[config.mk]
export PLATFORM = sky130hd
export DESIGN_NAME = asram_ctrl
export DESIGN_NICKNAME = d
export VERILOG_FILES = /design/src/rtl/asram_pkg.sv /design/src/rtl/asram_timer.sv /design/src/rtl/asram_rd_capture.sv /design/src/rtl/asram_ctrl.sv
export SDC_FILE = /design/constraint.sdc
export NUM_CORES = 1
export LEC_CHECK = 0
export BUFFER_PORTS_ARGS = -buffer_cell sky130_fd_sc_hd__buf_2
export CORE_ASPECT_RATIO = 1.75
export CORE_MARGIN = 2
export CORE_UTILIZATION = 45
export DETAILED_ROUTE_END_ITERATION = 7
export PLACE_DENSITY = 0.75
export SYNTH_ARGS = -nofsm -noshare
export SYNTH_HDL_FRONTEND = slang
export SYNTH_SLANG_ARGS = --single-unit
[constraint.sdc]
create_clock -name clk -period 2.14 [get_ports clk]
set_clock_uncertainty 0.15 [all_clocks]
set_input_delay 0.107 -clock clk [delete_from_list [all_inputs] [get_ports clk]]
set_output_delay 0.107 -clock clk [all_outputs]
set_load 0.02 [all_outputs]
[src/rtl/asram_pkg.sv]
`timescale 1ns/1ps
package asram_pkg;
    typedef enum logic [2:0] {
        ST_IDLE      = 3'd0,
        ST_RD_WAIT   = 3'd1,
        ST_RD_CAP    = 3'd2,
        ST_WR_SETUP  = 3'd3,
        ST_WR_PULSE  = 3'd4,
        ST_TURN      = 3'd5
    } ctl_state_t;
endpackage

[src/rtl/asram_timer.sv]
`timescale 1ns/1ps
module asram_timer #(
    parameter int CNT_W = 2
) (
    input  logic             clk,
    input  logic             rst_n,
    input  logic             load,
    input  logic [CNT_W-1:0] load_val,
    output logic             expired
);
    logic [CNT_W-1:0] cnt_q;

    always_ff @(posedge clk) begin
        if (!rst_n) begin
            cnt_q <= '0;
        end else if (load) begin
            cnt_q <= load_val;
        end else if (cnt_q != '0) begin
            cnt_q <= cnt_q - 1'b1;
        end
    end

    assign expired = (cnt_q == '0);
endmodule

[src/rtl/asram_rd_capture.sv]
`timescale 1ns/1ps
module asram_rd_capture #(
    parameter int DW = 8
) (
    input  logic          clk,
    input  logic          rst_n,
    input  logic          take,
    input  logic [DW-1:0] pad_in,
    output logic          strobe,
    output logic [DW-1:0] byte_q
);
    always_ff @(posedge clk) begin
        if (!rst_n) begin
            strobe <= 1'b0;
            byte_q <= '0;
        end else begin
            strobe <= take;
            if (take) begin
                byte_q <= pad_in;
            end
        end
    end
endmodule

[src/rtl/asram_ctrl.sv]
`timescale 1ns/1ps
module asram_ctrl
    import asram_pkg::*;
#(
    parameter int AW     = 17,
    parameter int DW     = 8,
    parameter int RD_CYC = 2,
    parameter int WP_CYC = 2,
    parameter int TA_CYC = 1
) (
    input  logic          clk,
    input  logic          rst_n,
    input  logic          req_valid,
    output logic          req_ready,
    input  logic          req_write,
    input  logic [AW-1:0] req_addr,
    input  logic [DW-1:0] req_wdata,
    output logic          rsp_valid,
    output logic [DW-1:0] rsp_rdata,
    output logic          wr_done,
    output logic [AW-1:0] mem_addr,
    output logic          mem_ce_n,
    output logic          mem_ce,
    output logic          mem_oe_n,
    output logic          mem_we_n,
    output logic [DW-1:0] mem_dq_out,
    output logic          mem_dq_oe,
    input  logic [DW-1:0] mem_dq_in
);
    localparam int MAX_CYC = (RD_CYC > WP_CYC) ? ((RD_CYC > TA_CYC) ? RD_CYC : TA_CYC)
                                               : ((WP_CYC > TA_CYC) ? WP_CYC : TA_CYC);
    localparam int CNT_W   = $clog2(MAX_CYC + 1);
    localparam logic [CNT_W-1:0] RD_LOAD = CNT_W'((RD_CYC >= 2) ? RD_CYC - 2 : 0);
    localparam logic [CNT_W-1:0] WP_LOAD = CNT_W'((WP_CYC >= 1) ? WP_CYC - 1 : 0);
    localparam logic [CNT_W-1:0] TA_LOAD = CNT_W'((TA_CYC >= 1) ? TA_CYC - 1 : 0);

    ctl_state_t       state, state_nx;
    logic             accept;
    logic             t_load, t_expired;
    logic [CNT_W-1:0] t_val;

    assign req_ready = (state == ST_IDLE);
    assign accept    = req_valid && req_ready;

    // Next-state selection
    always_comb begin
        state_nx = state;
        unique case (state)
            ST_IDLE: begin
                if (accept) begin
                    if (req_write)        state_nx = ST_WR_SETUP;
                    else if (RD_CYC >= 2) state_nx = ST_RD_WAIT;
                    else                  state_nx = ST_RD_CAP;
                end
            end
            ST_RD_WAIT:  if (t_expired) state_nx = ST_RD_CAP;
            ST_RD_CAP:   state_nx = ST_TURN;
            ST_WR_SETUP: state_nx = ST_WR_PULSE;
            ST_WR_PULSE: if (t_expired) state_nx = ST_TURN;
            ST_TURN:     if (t_expired) state_nx = ST_IDLE;
            default:     state_nx = ST_IDLE;
        endcase
    end

    // Timer reload on every state change, value picked by the state entered
    assign t_load = (state_nx != state);
    always_comb begin
        unique case (state_nx)
            ST_RD_WAIT:  t_val = RD_LOAD;
            ST_WR_PULSE: t_val = WP_LOAD;
            ST_TURN:     t_val = TA_LOAD;
            default:     t_val = '0;
        endcase
    end

    asram_timer #(.CNT_W(CNT_W)) u_timer (
        .clk      (clk),
        .rst_n    (rst_n),
        .load     (t_load),
        .load_val (t_val),
        .expired  (t_expired)
    );

    // State register
    always_ff @(posedge clk) begin
        if (!rst_n) state <= ST_IDLE;
        else        state <= state_nx;
    end

    // Pin and strobe registers, loaded from the state being entered
    always_ff @(posedge clk) begin
        if (!rst_n) begin
            mem_addr   <= '0;
            mem_dq_out <= '0;
            mem_ce_n   <= 1'b1;
            mem_ce     <= 1'b0;
            mem_oe_n   <= 1'b1;
            mem_we_n   <= 1'b1;
            mem_dq_oe  <= 1'b0;
            wr_done    <= 1'b0;
        end else begin
            if (accept) begin
                mem_addr   <= req_addr;
                mem_dq_out <= req_wdata;
            end
            unique case (state_nx)
                ST_RD_WAIT, ST_RD_CAP: begin
                    mem_ce_n  <= 1'b0;
                    mem_ce    <= 1'b1;
                    mem_oe_n  <= 1'b0;
                    mem_we_n  <= 1'b1;
                    mem_dq_oe <= 1'b0;
                end
                ST_WR_SETUP: begin
                    mem_ce_n  <= 1'b0;
                    mem_ce    <= 1'b1;
                    mem_oe_n  <= 1'b1;
                    mem_we_n  <= 1'b1;
                    mem_dq_oe <= 1'b0;
                end
                ST_WR_PULSE: begin
                    mem_ce_n  <= 1'b0;
                    mem_ce    <= 1'b1;
                    mem_oe_n  <= 1'b1;
                    mem_we_n  <= 1'b0;
                    mem_dq_oe <= 1'b1;
                end
                default: begin
                    mem_ce_n  <= 1'b1;
                    mem_ce    <= 1'b0;
                    mem_oe_n  <= 1'b1;
                    mem_we_n  <= 1'b1;
                    mem_dq_oe <= 1'b0;
                end
            endcase
            wr_done <= (state == ST_WR_PULSE) && (state_nx == ST_TURN);
        end
    end

    asram_rd_capture #(.DW(DW)) u_cap (
        .clk    (clk),
        .rst_n  (rst_n),
        .take   (state == ST_RD_CAP),
        .pad_in (mem_dq_in),
        .strobe (rsp_valid),
        .byte_q (rsp_rdata)
    );
endmodule

==> results of run 1 <==
-- what timing repair did --
item,in CTS,in global routing
hold endpoints to repair,39,0
setup endpoints to repair,0,0
buffers inserted,0,0
hold buffers,35,0
-- flip-flops by register name, summed over array words and instances (netlist names) --
signal         flops
state              3
mem_oe_n           1
wr_done            1
u_timer.cnt_q      2
u_cap.byte_q       8
mem_dq_out         8
u_cap.strobe       1
mem_ce_n           1
mem_dq_oe          1
mem_we_n           1
mem_addr          17
mem_ce             1
-- where the power goes --
part / switching (µW) / internal (µW) / total [µW]
sequential: 67.9 / 925 / 993
clock: 253 / 380 / 633
combinational: 322 / 247 / 568
total: 642 / 1550 / 2190
-- routing by layer --
metal,wire length (µm),global-route usage,vias to the layer above
li1,-,-,876
met1,1680,0.206,800
met2,2430,0.373,52
met3,190,0.0534,16
met4,166,0.147,0
met5,0,0,-
-- per-stage QoR --
step / cells / hold WS, ps / util / setup slack [ps]
final: 356 / 37.2 / 0.685 / 305
after global routing: 356 / 44.0 / 0.685 / 234
after CTS: 356 / 25.5 / 0.685 / 311
after detailed placement: 313 / 204 / 0.562 / 334
after global placement: 313 / 197 / 0.562 / 377
after floorplan: 197 / 30.9 / - / 371
-- cells in the final DEF (no fill, tap or decap) --
| master | n |
|---|---|
| o211ai_1 | 1 |
| nand3b_1 | 1 |
| o31a_1 | 1 |
| and2b_2 | 2 |
| nand2_1 | 53 |
| clkinv_1 | 1 |
| nor3_1 | 4 |
| or4_1 | 1 |
| buf_4 | 5 |
| inv_1 | 2 |
| nor3b_1 | 2 |
| nand2b_1 | 2 |
| a211oi_1 | 2 |
| o21ai_0 | 3 |
| nor2b_1 | 1 |
| nand4_1 | 1 |
| nor4b_4 | 1 |
| nor2_1 | 11 |
| buf_2 | 77 |
| clkbuf_8 | 6 |
| a22oi_1 | 1 |
| clkbuf_1 | 1 |
| nor4b_1 | 1 |
| a211o_1 | 2 |
| and3_4 | 1 |
| a21oi_1 | 28 |
| dfxtp_1 | 45 |
| bufinv_16 | 1 |
| and2_1 | 1 |
| o21a_1 | 2 |
| mux2i_1 | 8 |
| ha_1 | 1 |
| or4b_1 | 1 |
| a221oi_1 | 1 |
| or3b_1 | 1 |
| dlygate4sd3_1 | 35 |
| nand3_1 | 1 |
-- synthesized netlist by cell type, drive strengths merged (2+ instances only) --
cell	count
nand2	53
dfxtp	45
a21oi	28
nor2	11
buf	9
mux2i	8
clkbuf	5
nor3	4
o21ai	3
a211o	2
a211oi	2
and2b	2
inv	2
nand2b	2
nor3b	2
nor4b	2
o21a	2
-- how the worst max path moves through the flow --
stage	start	endpoint	slack, ps	cells past startpoint
global route	u_timer.cnt_q[0]	mem_we_n	230	5
floorplan	u_timer.cnt_q[0]	mem_we_n	370	6
global placement	u_timer.cnt_q[0]	mem_we_n	380	5
finish	u_timer.cnt_q[0]	mem_we_n	310	5
detailed placement	u_timer.cnt_q[0]	mem_we_n	330	5
CTS	u_timer.cnt_q[0]	mem_we_n	310	5
-- final cells by class --
cell class / count / share of cell area
clock buffer: 7 / 0.0333
clock inverter: 1 / 0.0116
inverter: 3 / 0.00434
multi-input combinational: 135 / 0.283
sequential: 45 / 0.347
tap: 48 / 0.0231
timing repair buffer: 117 / 0.298
-- logic make-up after synthesis --
family          count (synthesis)  share of synthesized area
compound gates                 41                      0.135
fa+ha+maj                       1                    0.00717
buf+inv                        17                     0.0631
flops                          45                      0.516
mux                             8                     0.0459
simple gates                   85                      0.233
-- critical path: stages, from the launching register on --
cell	delay (ps)
dfxtp_1	380
inv_1	60
ha_1	290
or3b_1	400
and3_4	170
a211o_1	280
==> summary.txt, run 1 <==
Clock tree
  – Clk slew on worst S/H paths: 70 ps
  – # clock sinks: 45
  – # H-tree levels: 2
  – Post_cts resized: 0
  – CTS Buf Count: 5
  – CTS tree: built
  – Clock Latency Late Sink: 280 ps
  – Max clock buf depth: 2
  – Clock root buffer: clkbuf_8

Power and ir drop
  – Power Dens Cells: 845 nW/µm²
  – Maximum vdd drop: 734 µV
  – Power, Total: 2190 µW
  – Leakage: 0.00117 µW

Cells and area
  – Area Overhead vs Synth: 48.7%
  – Reg area: 901 µm²
  – Fillers: 304
  – Nets: 345
  – Layout cell share with drive strength beyond 1: 0.302
  – Diodes inserted: 0
  – Post-Layout Inst Area: 2600 µm²
  – Footprint of the multi-input gates: 734 µm²

Synthesis
  – Share of flip-flops with an asynchronous set or reset: 0
  – Synth unique cells: 36
  – Synth top area share: 0.516
  – Gate Count Post-Synth: 197
  – Ys flop type: dfxtp_1
  – Post-Syn Area: 1750 µm²
  – Warnings, synthesis: 0
  – Yosys reg bits: 45
  – Synth area leader: dfxtp_1
  – Mean Syn Cell Area: 8.86 µm²
  – Mapped Nets: 235
  – Sequential share of the synthesized area: 0.516
  – Largest cells by area after synthesis: dfxtp_1 52%, nand2_1 11%, a21oi_1 8.0%
  – Post-synth EDFFs: 0

Setup path
  – Critical Setup Path Class: flop to flop
  – Worst Path Arrival: 1860 ps
  – Reg2reg end: mem_we_n
  – Reg2reg setup slack: 310 ps
  – R2R depth: 5
  – Crit-path max FO: 9
  – Worst r2r src: u_timer.cnt_q[0]
  – Worst Setup End Kind: flop
  – Startpoint Class: flop
  – Critical Path RT: 2170 ps

Drt
  – Detailed Route Iter0 Violations: 49
  – Total Wirelength: 4470 µm
  – Via Count: 1744
  – WL/cell: 12.6 µm
  – Number of detailed-route iterations in the first pass: 4
  – Post-route ant nets: 0
  – Residual DRC count: 0
  – Vias/cell: 4.90

Global route
  – Global route total overflow: 0
  – Pin count of the biggest net entering global routing: 28
  – First-pass GRT wire length: 7020 µm
  – Number of global-route vias before repair: 1708
  – Antenna violations before repair: 0
  – Tot GR Track Use: 0.211

Placed design
  – Gpl congestion: 0.785
  – Post-DP HPWL: 2790 µm
  – Area after DPL: 2130 µm²
  – Buffers on Ports: 77

Timing
  – Final Cycle Share: 0.857
  – Peak Freq: 545 MHz
  – Worst-margin pin slew: 517 ps
  – Max-slew headroom: 0.655
  – RSZ-0062 raised after global routing: no
  – Minimum clock period: 1830 ps
  – Setup_tns: 0 ps
  – Fin. Hold Viols: 0
  – Final setup fails: 0
  – Slew Viols, Final: 0

Floorplan
  – Row cnt: 30
  – Die Span Y: 86.4 µm
  – Die width: 51.1 µm
  – Core area: 3790 µm²
  – # IOs: 78
  – Initial Util: 0.460
  – Die area: 4410 µm²

Min path
  – Hold path depth: 3
  – Min-delay worst type: input port to flop
  – Hold_sp: req_valid
  – Endpoint of the worst hold path: state[1]

Status
  – Status: completed

Job
  – Max-cap violation count: 0
Power figures use the tool's default switching activity.
==> inputs of run 2 (changes only) <==
REMOVE_ABC_BUFFERS = 1   (was not set)
==> run 2 against run 1 <==
Effect of this change:
- sequential power about the same
- maximum frequency up 0.39%
- final cell count down 0.56%
- die area unchanged
- routed wire length about the same
- critical endpoint unchanged
- total power down 5.6%
- count of clock-buffer cells in the layout down 1
- largest power group unchanged
==> summary.txt, run 2 (same netlist as run 1, synthesis figures left out) <==
Status
  – Status: completed

Timing
  – Worst-margin pin slew: 513 ps (-3.85 ps)
  – RSZ-0062 raised after global routing: no
  – Max-slew headroom: 0.657 (+0.00257)
  – Fin. Hold Viols: 0 (unchanged)
  – Minimum clock period: 1830 ps (-7.05 ps)
  – Slew Viols, Final: 0 (unchanged)
  – Final Cycle Share: 0.854 (-0.00329)
  – Peak Freq: 547 MHz (+0.39%)
  – Setup_tns: 0 ps (unchanged)
  – Final setup fails: 0 (unchanged)

Floorplan
  – Die Span Y: 86.4 µm (unchanged)
  – Core area: 3790 µm² (unchanged)
  – Row cnt: 30 (unchanged)
  – Die area: 4410 µm² (unchanged)
  – Initial Util: 0.460 (unchanged)
  – # IOs: 78 (unchanged)
  – Die width: 51.1 µm (unchanged)

Cells and area
  – Layout cell share with drive strength beyond 1: 0.304 (+0.00197)
  – Max reg flops: 17 (unchanged)
  – Post-Layout Inst Area: 2570 µm² (-1.1%)
  – Area Overhead vs Synth: 47.1%
  – Fillers: 325 (+6.9%)
  – Diodes inserted: 0 (unchanged)
  – Leading cell type in the layout, fill and taps excluded: buf_2
  – Biggest register: mem_addr
  – Nets: 344 (-0.29%)
  – Final core utilization: 0.677 (-0.00759)
  – Most frequent cells in the layout: 77 x buf_2, 53 x nand2_1, 45 x dfxtp_1
  – Registers with the most flip-flops: mem_addr x17, mem_dq_out x8, u_cap.byte_q x8

Clock tree
  – Clock Latency Late Sink: 290 ps (about the same)
  – CTS Buf Count: 5 (unchanged)
  – Clock root buffer: clkbuf_8
  – CTS tree: built
  – # H-tree levels: 2 (unchanged)
  – # clock sinks: 45 (unchanged)
  – Max clock buf depth: 2 (unchanged)
  – Post_cts resized: 0 (unchanged)
  – Clk slew on worst S/H paths: 70 ps (about the same)

Global route
  – Number of global-route vias before repair: 1657 (-3.0%)
  – Global route total overflow: 0 (unchanged)
  – Antenna violations before repair: 0 (unchanged)
  – Tot GR Track Use: 0.204 (-0.00632)
  – Pin count of the biggest net entering global routing: 31 (+11%)
  – First-pass GRT wire length: 6870 µm (-2.2%)

Drt
  – WL/cell: 12.6 µm (+0.59%)
  – Post-route ant nets: 0 (unchanged)
  – Residual DRC count: 0 (unchanged)
  – Total Wirelength: 4470 µm (about the same)
  – Vias/cell: 4.97 (+1.5%)
  – Detailed Route Iter0 Violations: 35 (-29%)
  – Number of detailed-route iterations in the first pass: 6 (+2)
  – Via Count: 1760 (+0.92%)

Setup path
  – Critical Path RT: 2170 ps (about the same)
  – Crit-path max FO: 9 (unchanged)
  – Worst Path Arrival: 1850 ps (about the same)
  – Worst Setup End Kind: flop
  – Critical Setup Path Class: flop to flop
  – Startpoint Class: flop
  – Reg2reg setup slack: 310 ps (about the same)

Power and ir drop
  – Leakage: 0.00115 µW (-1.5%)
  – Maximum vdd drop: 535 µV (-27%)
  – Power Dens Cells: 807 nW/µm² (-4.5%)

Min path
  – Min-delay worst type: input port to flop

Job
  – Max-cap violation count: 0 (unchanged)

Placed design
  – Area after DPL: 2130 µm² (-0.12%)
  – Post-DP HPWL: 2750 µm (-1.4%)
  – Gpl congestion: 0.825 (+5.1%)
  – Buffers on Ports: 77 (unchanged)
## run 2: changes by cell type in the layout (fill, tap and decap cells not counted), sizes merged
cell / change
clkinvlp: +1
clkbuf: -1
buf: -1
bufinv: -1
## run 2: metrics by stage
step	worst slack (ps)	hold WS [ps]	power (µW)	cells
after global placement	377	189	1520	312
after global routing	225	43.3	2190	354
final	312	34.8	2070	354
after detailed placement	349	204	1520	312
after CTS	327	16.6	2100	354
after floorplan	36.7	30.9	1330	183
## run 2: repair_timing
action	4_1_cts	5_1_grt
hold endpoints to repair	39	0
setup buffers	0	0
hold buffers	35	0
## run 2: path summary, 6_finish.rpt
| kind | startpoint | to | depth (start not counted) |
|---|---|---|---|
| min | req_valid | state[1] | 3 |
| max | u_timer.cnt_q[0] | mem_we_n | 5 |
| max reg2reg | u_timer.cnt_q[0] | mem_we_n | 5 |
| min reg2reg | u_timer.cnt_q[1] | u_timer.cnt_q[1] | 2 |
## run 2: final cells by class
cell class,instances,area (µm²),share of cell area
clock buffers,6,82.6,0.0322
clock inverters,1,7.51,0.00292
inverters,3,11.3,0.00439
multi-input cells,135,739,0.288
flip-flops and latches,45,901,0.351
well taps,48,60.1,0.0234
repair buffers,116,766,0.298
## run 2: per-layer routing
layer  GRT usage  wire length [µm]
met2       0.367              2340
met1       0.206              1720
met3      0.0310               208
met5           0                 0
met4       0.147               204
## run 2: where the power goes
part / internal, µW / total (µW) / switching, µW
clock network: 255 / 513 / 258
logic: 243 / 567 / 324
registers: 925 / 991 / 66.4
## run 2: worst max-delay path, stage by stage (launching register included)
cell and delay [ps]:
dfxtp_1 370, inv_1 60, ha_1 290, or3b_1 400, and3_4 170, a211o_1 280
